===== config.mk =====
export PLATFORM = sky130hd
export DESIGN_NAME = reserving_tag_ctrl
export DESIGN_NICKNAME = d
export VERILOG_FILES = /design/src/rtl/rtc_pkg.sv /design/src/rtl/rtc_store.sv /design/src/rtl/rtc_ctrl.sv /design/src/rtl/reserving_tag_ctrl.sv
export SDC_FILE = /design/constraint.sdc
export NUM_CORES = 2
export LEC_CHECK = 0
export ABC_AREA = 0
export ABC_CLOCK_PERIOD_IN_PS = 10000
export CAP_MARGIN = 20
export CORE_MARGIN = 2
export CORE_UTILIZATION = 40
export CTS_CLUSTER_DIAMETER = 100
export DETAILED_ROUTE_END_ITERATION = 12
export SKIP_LAST_GASP = 1
export SLEW_MARGIN = 40
export SYNTH_ARGS = -nofsm -noshare
export SYNTH_HDL_FRONTEND = slang
export SYNTH_SLANG_ARGS = --single-unit

===== constraint.sdc =====
create_clock -name clk -period 10 [get_ports clk]
set_input_delay 2.5 -clock clk [delete_from_list [all_inputs] [get_ports clk]]
set_output_delay 2.5 -clock clk [all_outputs]
set_load 0.03 [all_outputs]

===== src/rtl/rtc_pkg.sv =====
package rtc_pkg;
  parameter int ADDR_W = 16;
  parameter int OFF_W  = 2;
  parameter int SETS   = 4;
  parameter int WAYS   = 4;
  parameter int TS_W   = 32;

  localparam int SET_W = $clog2(SETS);
  localparam int WAY_W = $clog2(WAYS);
  localparam int TAG_W = ADDR_W - OFF_W - SET_W;
  localparam int CNT_W = $clog2(SETS * WAYS + 1);

  typedef enum logic [2:0] {
    RSP_HIT       = 3'd0,
    RSP_HIT_WT    = 3'd1,
    RSP_HIT_PEND  = 3'd2,
    RSP_MISS      = 3'd3,
    RSP_MISS_WB   = 3'd4,
    RSP_RESV_FAIL = 3'd5,
    RSP_FILLED    = 3'd6,
    RSP_FLUSHED   = 3'd7
  } rspCode_t;

  typedef struct packed {
    logic [TAG_W-1:0]  tag;
    logic [ADDR_W-1:0] addr;
    logic              valid;
    logic              dirty;
    logic              resv;
    logic [TS_W-1:0]   lastUsed;
    logic [TS_W-1:0]   fetchTime;
  } wayEntry_t;

  // strobes from the control to the tag store
  typedef struct packed {
    logic             lineWr;
    logic [SET_W-1:0] set;
    logic [WAY_W-1:0] way;
    wayEntry_t        entry;
    logic             flushAll;
  } storeCmd_t;

  typedef struct packed {
    logic              valid;
    rspCode_t          code;
    logic              evict;
    logic [ADDR_W-1:0] addr;
    logic [CNT_W-1:0]  flushCnt;
  } rsp_t;
endpackage


===== src/rtl/rtc_store.sv =====
module rtc_store
  import rtc_pkg::*;
(
  input  logic                   clk,
  input  logic                   rstN,
  input  storeCmd_t              cmd,
  input  logic [SET_W-1:0]       rdSet,
  output wayEntry_t [WAYS-1:0]   rowOut,
  output logic [CNT_W-1:0]       dirtyCnt
);
  wayEntry_t [WAYS-1:0] mem [SETS];
  logic [CNT_W-1:0] validCnt;

  always_ff @(posedge clk or negedge rstN) begin
    if (!rstN) begin
      for (int s = 0; s < SETS; s++) mem[s] <= '0;
    end else if (cmd.flushAll) begin
      for (int s = 0; s < SETS; s++) begin
        for (int w = 0; w < WAYS; w++) begin
          mem[s][w].valid <= 1'b0;
          mem[s][w].dirty <= 1'b0;
        end
      end
    end else if (cmd.lineWr) begin
      mem[cmd.set][cmd.way] <= cmd.entry;
    end
  end

  assign rowOut = mem[rdSet];

  always_comb begin
    dirtyCnt = '0;
    validCnt = '0;
    for (int s = 0; s < SETS; s++) begin
      for (int w = 0; w < WAYS; w++) begin
        if (mem[s][w].valid && mem[s][w].dirty) dirtyCnt = dirtyCnt + CNT_W'(1);
        if (mem[s][w].valid) validCnt = validCnt + CNT_W'(1);
      end
    end
  end

  // after a flush no line is left valid
  a_r11_flush_empties: assert property (@(posedge clk) disable iff (!rstN)
    cmd.flushAll |=> (validCnt == '0));
endmodule


===== src/rtl/rtc_ctrl.sv =====
module rtc_ctrl
  import rtc_pkg::*;
(
  input  logic                 clk,
  input  logic                 rstN,
  input  logic                 wbMode,
  input  logic                 fifoMode,
  input  logic                 reqLookup,
  input  logic                 reqFill,
  input  logic                 reqFlush,
  input  logic                 reqWrite,
  input  logic [ADDR_W-1:0]    reqAddr,
  input  logic [TS_W-1:0]      cycleNow,
  input  wayEntry_t [WAYS-1:0] row,
  input  logic [CNT_W-1:0]     dirtyCnt,
  output logic [SET_W-1:0]     rdSet,
  output storeCmd_t            cmd,
  output rsp_t                 rspNext
);
  logic [TAG_W-1:0] reqTag;
  logic [WAYS-1:0]  matchV, validV, dirtyV, resvV;

  assign rdSet  = reqAddr[OFF_W +: SET_W];
  assign reqTag = reqAddr[ADDR_W-1 -: TAG_W];

  for (genvar w = 0; w < WAYS; w++) begin : g_way
    assign matchV[w] = (row[w].tag == reqTag);
    assign validV[w] = row[w].valid;
    assign dirtyV[w] = row[w].dirty;
    assign resvV[w]  = row[w].resv;
  end

  // {found, index} of the lowest set bit
  function automatic logic [WAY_W:0] firstOf(input logic [WAYS-1:0] m);
    logic [WAY_W:0] r;
    r = '0;
    for (int w = WAYS - 1; w >= 0; w--) if (m[w]) r = {1'b1, WAY_W'(w)};
    return r;
  endfunction

  // {found, index} of the oldest candidate; lower index wins ties
  function automatic logic [WAY_W:0] oldestOf(input logic [WAYS-1:0] m,
                                              input wayEntry_t [WAYS-1:0] rw,
                                              input logic useFetch);
    logic            found;
    logic [WAY_W-1:0] idx;
    logic [TS_W-1:0] best, key;
    found = 1'b0; idx = '0; best = '0;
    for (int w = 0; w < WAYS; w++) begin
      key = useFetch ? rw[w].fetchTime : rw[w].lastUsed;
      if (m[w] && (!found || key < best)) begin
        found = 1'b1; idx = WAY_W'(w); best = key;
      end
    end
    return {found, idx};
  endfunction

  logic [WAY_W:0]   hitSel, wtSlot, freeSel, vicWt, vicWb;
  logic [WAY_W-1:0] hitIdx, wtIdx, freeIdx, vicWtIdx, vicWbIdx;
  wayEntry_t        fresh;

  assign hitSel  = firstOf(matchV & (resvV | validV));
  assign wtSlot  = firstOf(~validV | (matchV & validV));
  assign freeSel = firstOf(~validV & ~resvV);
  assign vicWt   = oldestOf(validV, row, fifoMode);
  assign vicWb   = oldestOf(validV & ~resvV, row, fifoMode);
  assign hitIdx   = hitSel[WAY_W-1:0];
  assign wtIdx    = wtSlot[WAY_W-1:0];
  assign freeIdx  = freeSel[WAY_W-1:0];
  assign vicWtIdx = vicWt[WAY_W-1:0];
  assign vicWbIdx = vicWb[WAY_W-1:0];

  always_comb begin
    fresh           = '0;
    fresh.tag       = reqTag;
    fresh.addr      = reqAddr;
    fresh.valid     = 1'b1;
    fresh.lastUsed  = cycleNow;
    fresh.fetchTime = cycleNow;
  end

  always_comb begin
    cmd     = '0;
    rspNext = '0;
    cmd.set = rdSet;
    if (reqFlush) begin
      cmd.flushAll     = 1'b1;
      rspNext.valid    = 1'b1;
      rspNext.code     = RSP_FLUSHED;
      rspNext.flushCnt = dirtyCnt;
    end else if (reqFill) begin
      rspNext.valid = 1'b1;
      rspNext.code  = RSP_FILLED;
      if (wbMode) begin
        if (hitSel[WAY_W] && resvV[hitIdx]) begin
          cmd.lineWr          = 1'b1;
          cmd.way             = hitIdx;
          cmd.entry           = fresh;
          cmd.entry.dirty     = dirtyV[hitIdx];
        end
      end else if (wtSlot[WAY_W]) begin
        if (!validV[wtIdx]) begin
          cmd.lineWr = 1'b1;
          cmd.way    = wtIdx;
          cmd.entry  = fresh;
        end
      end else begin
        cmd.lineWr = 1'b1;
        cmd.way    = vicWtIdx;
        cmd.entry  = fresh;
        if (dirtyV[vicWtIdx]) begin
          rspNext.evict = 1'b1;
          rspNext.addr  = row[vicWtIdx].addr;
        end
      end
    end else if (reqLookup) begin
      rspNext.valid = 1'b1;
      if (hitSel[WAY_W]) begin
        cmd.way   = hitIdx;
        cmd.entry = row[hitIdx];
        if (resvV[hitIdx]) begin
          rspNext.code = RSP_HIT_PEND;
          if (reqWrite) begin
            cmd.lineWr      = 1'b1;
            cmd.entry.dirty = 1'b1;
          end
        end else begin
          rspNext.code       = wbMode ? RSP_HIT : RSP_HIT_WT;
          cmd.lineWr         = 1'b1;
          cmd.entry.lastUsed = cycleNow;
          if (reqWrite) cmd.entry.dirty = 1'b1;
        end
      end else if (!wbMode || reqWrite) begin
        rspNext.code = RSP_MISS;
      end else if (&resvV) begin
        rspNext.code = RSP_RESV_FAIL;
      end else if (freeSel[WAY_W]) begin
        rspNext.code   = RSP_MISS;
        cmd.lineWr     = 1'b1;
        cmd.way        = freeIdx;
        cmd.entry      = row[freeIdx];
        cmd.entry.tag  = reqTag;
        cmd.entry.resv = 1'b1;
      end else begin
        cmd.lineWr      = 1'b1;
        cmd.way         = vicWbIdx;
        cmd.entry       = row[vicWbIdx];
        cmd.entry.tag   = reqTag;
        cmd.entry.valid = 1'b0;
        cmd.entry.dirty = 1'b0;
        cmd.entry.resv  = 1'b1;
        if (dirtyV[vicWbIdx]) begin
          rspNext.code  = RSP_MISS_WB;
          rspNext.evict = 1'b1;
          rspNext.addr  = row[vicWbIdx].addr;
        end else begin
          rspNext.code = RSP_MISS;
        end
      end
    end
  end

  // write-through traffic never creates a reservation
  a_r5_wt_no_reserve: assert property (@(posedge clk) disable iff (!rstN)
    (cmd.lineWr && !wbMode) |-> !cmd.entry.resv);

  // completing a reservation preserves a dirty flag set while pending
  a_r9_fill_keeps_dirty: assert property (@(posedge clk) disable iff (!rstN)
    (reqFill && !reqFlush && wbMode && cmd.lineWr) |-> (cmd.entry.dirty == row[cmd.way].dirty));

  // a failed reservation only occurs with a fully reserved set, and writes nothing
  a_r8_fail_full_set: assert property (@(posedge clk) disable iff (!rstN)
    (rspNext.valid && rspNext.code == RSP_RESV_FAIL) |-> ($countones(resvV) == WAYS && !cmd.lineWr));
endmodule


===== src/rtl/reserving_tag_ctrl.sv =====
module reserving_tag_ctrl
  import rtc_pkg::*;
(
  input  logic              clk,
  input  logic              rstN,
  input  logic              wbMode,
  input  logic              fifoMode,
  input  logic              reqLookup,
  input  logic              reqFill,
  input  logic              reqFlush,
  input  logic              reqWrite,
  input  logic [ADDR_W-1:0] reqAddr,
  output logic              rspValid,
  output logic [2:0]        rspCode,
  output logic              rspEvict,
  output logic [ADDR_W-1:0] rspAddr,
  output logic [CNT_W-1:0]  rspFlushCnt
);
  logic [TS_W-1:0]      cycleNow;
  storeCmd_t            cmd;
  wayEntry_t [WAYS-1:0] row;
  logic [SET_W-1:0]     rdSet;
  logic [CNT_W-1:0]     dirtyCnt;
  rsp_t                 rspNext, rspQ;

  always_ff @(posedge clk or negedge rstN) begin
    if (!rstN) begin
      cycleNow <= '0;
      rspQ     <= '0;
    end else begin
      cycleNow <= cycleNow + TS_W'(1);
      rspQ     <= rspNext;
    end
  end

  rtc_store u_store (
    .clk(clk), .rstN(rstN), .cmd(cmd), .rdSet(rdSet),
    .rowOut(row), .dirtyCnt(dirtyCnt)
  );

  rtc_ctrl u_ctrl (
    .clk(clk), .rstN(rstN), .wbMode(wbMode), .fifoMode(fifoMode),
    .reqLookup(reqLookup), .reqFill(reqFill), .reqFlush(reqFlush),
    .reqWrite(reqWrite), .reqAddr(reqAddr), .cycleNow(cycleNow),
    .row(row), .dirtyCnt(dirtyCnt), .rdSet(rdSet), .cmd(cmd), .rspNext(rspNext)
  );

  assign rspValid    = rspQ.valid;
  assign rspCode     = rspQ.code;
  assign rspEvict    = rspQ.evict;
  assign rspAddr     = rspQ.addr;
  assign rspFlushCnt = rspQ.flushCnt;

  // every accepted request answers one cycle later
  a_r2_rsp_follows_req: assert property (@(posedge clk) disable iff (!rstN)
    (reqLookup || reqFill || reqFlush) |=> rspValid);

  // no request, no response
  a_r2_idle_quiet: assert property (@(posedge clk) disable iff (!rstN)
    !(reqLookup || reqFill || reqFlush) |=> !rspValid);

  // flush outranks the other requests
  a_r2_flush_wins: assert property (@(posedge clk) disable iff (!rstN)
    reqFlush |=> (rspCode == 3'd7));

  // a writeback address only comes with a miss-with-writeback or a fill
  a_r7_evict_code: assert property (@(posedge clk) disable iff (!rstN)
    (rspValid && rspEvict) |-> (rspCode == 3'd4 || rspCode == 3'd6));
endmodule


==> results.md <==
- Vias per inst: 6.05
- Slew at the pin closest to its max-slew limit: roughly 0.97 ns
- Drt pass-1 iters: 6
- Worst hold slack: about 0.48 ns
- Min-delay src: u_store.mem[682]
- Initial antenna violation count: 9
- Number of levels the H-tree was split into: 4
- Required time of the critical path: 10.74 ns
- CTS hold repair buffers: 0
- Proportion of layout cells with a drive suffix above 1: a little under half
- Leakage: 52.5 nW
- Average size of a mapped cell: between 10 and 15 um2
- Routed vias: slightly below 70000
- Status: finished with violations
- Number of synthesized register bits: approximately 1600
- Final hold vios: 0
- Count of flip-flops with a built-in enable after synthesis: 0
- Most common cell after layout, fill and taps aside: sky130_fd_sc_hd__dfrtp_1
- Post-synthesis sequential area ratio: between 40 and 50%
- Slowest CP cell: sky130_fd_sc_hd__mux4_2
- WHS Endpoint: u_store.mem[682]
- Largest fanout on the critical path: 8
- Number of DRC markers after the initial detailed-route iteration: a little under 7000
- R2R cell count: around 50
- Net count of the finished layout: around 8300
- Number of distinct library cells after synthesis: 90
- Hold-critical path depth: 2
- Remaining Overflow, GRT: 0
- Launch instance of the worst register-to-register path: u_store.mem[66]
- Sequential group share of total power: around 45%
- CTS root buffer: sky130_fd_sc_hd__clkbuf_16
- DP HPWL: between 200 and 250 mm
- Post-route worst setup slack: -1.22 ns
- Routed wire length: ~310 mm
- Slew headroom: 35.0%
- Setup slack of the most critical reg-to-reg path: about 0.46 ns
- Failing checks: setup timing
- Core region area: roughly 220000 um2
- Drc violations: 0
- Global-route wire length before repair: around 460 mm
- Initial core utilization: about two fifths
- Number of fill cells in the layout: around 19000
- Clock network latency to the later pin of the worst-skew pair: between 0.8 and 0.9 ns
- Top library cells by usage in the layout, fill and taps aside: sky130_fd_sc_hd__dfrtp_1, sky130_fd_sc_hd__mux2_2, sky130_fd_sc_hd__buf_4
- Maximum cell stage delay along the critical path: ~0.55 ns
- WS Path Type: input port to register
- Gate power share: between 10% and 20%
- RSZ-0062 raised after global routing: true
- Share of flip-flops with an asynchronous set or reset: 100%
- Number of global-route vias before repair: 68602
- Dominant register cell in the synthesized netlist: sky130_fd_sc_hd__dfrtp_1
- Kind of launch point of the worst setup path: input port
- Mapped Nets: between 7000 and 8000
- Die Area: between 200000 and 250000 um2
- Placed Instance Area: between 90000 and 100000 um2
- Number of routed nets with antenna violations: 0
- Sw Ratio: between 20 and 30%
- Final Cycle Share: 112%
- Top-level port count: 50
- Critical path capture point type: register
- Post-route design area: roughly 110000 um2
- Clock Skew: 0.0702 ns
- Average wire length per cell after detail routing: around 28 um
- Maximum number of pins on one net before global-route repair: 164
- Worst min-delay path class: register to register
- Clock-pin slew on the worst setup and hold paths: about 0.060 ns
- Overall global routing resource usage: between 20% and 30%
- Maximum clock frequency: just under 0.09 GHz
- Instance count of the mapped netlist: 7279
- Number of buffers inserted during clock tree synthesis: between 150 and 200
- Slew Limit Fails: 0
- Area of the multi-input gates: 48700 um2
- IO buf count: between 40 and 50
- Site row count: between 150 and 200
- CTS tree: yes
- Syn. warnings: 0
- Count of max-cap constraint violations: 0
- Power per cell area: ~130 nW/um2
- Maximum ir drop on the vdd rail: roughly 0.17 mV
- Final setup vio count: 1540
- Syn Std Cell Area: between 80000 and 90000 um2
- Post-layout min period: around 11 ns
- Vert. Die Dim: 476 um
- Area growth syn-to-layout: 25.8%
- Cell internal power dissipation: 11.0 mW
- Max Root-Sink Buffers: 3
- Net switching power figure: 3.81 mW
- Worst path arrival time: about 12 ns
- Reg2Reg Capture Point: u_store.mem[790]
- Die X: 476 um
- Weighted congestion at the end of routability-driven global placement: just under 1
- Total area of sequential cells: slightly below 40000 um2
- Clock sink total: ~1600
- Clock Power Share: 45.4%
- Overall power after layout: between 10 and 15 mW
per-stage QoR:
stage	TNS, ns	utilization [%]	setup slack [ns]	instances
CTS	-1207.50	49.8	-0.917	11131
global route	-1858.66	50.5	-1.38	11210
finish	-1619.51	50.5	-1.22	11213
global placement	-4738.00	45.0	-3.65	10638
detailed placement	-4787.95	45.1	-3.27	10639
floorplan	-3809.50	-	-2.61	7279
cell families (layout without fill, tap and decap cells):
kind of cell    after synthesis  after routing  share of synthesized area [%]
mux                        2213           2213                           33.0
flops                      1578           1578                           44.4
simple gates               1350           1353                           6.69
compound gates             1124           1124                           8.24
buf+inv                     691           1642                           3.59
fa+ha+maj                   202            202                           2.84
xor+xnor                    121            121                           1.25
other cells                   0              5                              0
Yosys cell counts, types with 95 or more instances:
cell type	instances	share of area, %
sky130_fd_sc_hd__dfrtp_1	1578	44
sky130_fd_sc_hd__mux2_2	1350	17
sky130_fd_sc_hd__nand2_1	685	2.9
sky130_fd_sc_hd__mux4_2	385	9.7
sky130_fd_sc_hd__o21ai_0	310	1.7
sky130_fd_sc_hd__clkbuf_1	308	1.3
sky130_fd_sc_hd__a21oi_1	304	1.7
sky130_fd_sc_hd__nor2_1	268	1.1
sky130_fd_sc_hd__ha_1	202	2.8
sky130_fd_sc_hd__mux2_1	191	2.4
sky130_fd_sc_hd__mux2i_1	191	2.1
sky130_fd_sc_hd__buf_2	190	1.1
sky130_fd_sc_hd__nand3_1	132	0.74
sky130_fd_sc_hd__mux2_4	96	1.6
sky130_fd_sc_hd__xnor2_1	95	0.94
critical path, delay by kind of cell:
| kind | cells | cell delay, ns |
|---|---|---|
| AO/OA/AOI/OAI | 22 | 3.99 |
| adder cells (fa/ha/maj) | 3 | 0.76 |
| buffers and inverters | 17 | 2.70 |
| multiplexers | 3 | 1.21 |
| AND/OR/NAND/NOR | 6 | 0.69 |
state kept, by name (all words and copies together) (netlist names):
name	cells
rspCode	3
rspAddr	16
rspValid	1
cycleNow	32
rspFlushCnt	5
u_store.mem	1520
rspEvict	1
power by group through the flow:
stage | combinational [mW] | sequential, mW | clock [mW]
after floorplan | 0.752 | 6.70 | 0
after global placement | 1.31 | 6.71 | 0
after detailed placement | 1.34 | 6.72 | 0
after CTS | 1.43 | 6.61 | 6.83
after global routing | 1.57 | 6.62 | 7.12
final | 1.48 | 6.61 | 6.73
final cells by class:
class	instances	area share (%)
antenna	5	0.0112
clock buffer	225	4.34
clock inverter	98	1.04
inverter	64	0.215
multi-input combinational	5013	43.5
sequential	1578	35.3
tap	2975	3.33
timing repair buffer	1255	12.3
metal layers:
layer  track usage (%)  up-vias  part of all wire [%]
met1              36.6    35235                    41
met5                 0        -                0.0076
met2              42.7     3105                    46
met3              5.20      816                   8.1
li1                  -    28705                     -
met4              12.5        4                   5.1
worst max path at each step:
stage,depth (start not counted),slack (ns),startpoint,end
floorplan,59,-2.61,reqAddr[2],u_store.mem[570]
global placement,46,-3.65,reqAddr[2],u_store.mem[20]
detailed placement,46,-3.27,reqAddr[2],u_store.mem[1460]
CTS,49,-0.92,reqAddr[2],u_store.mem[1234]
global route,52,-1.38,reqAddr[2],u_store.mem[1227]
finish,51,-1.22,reqAddr[2],u_store.mem[790]
repair_timing:
item,in CTS,in global routing
resized for setup,443,104
setup endpoints to repair,1540,1540
setup buffers,129,65
gates cloned,51,12
pin swaps,88,33
Power figures use the tool's default switching activity.
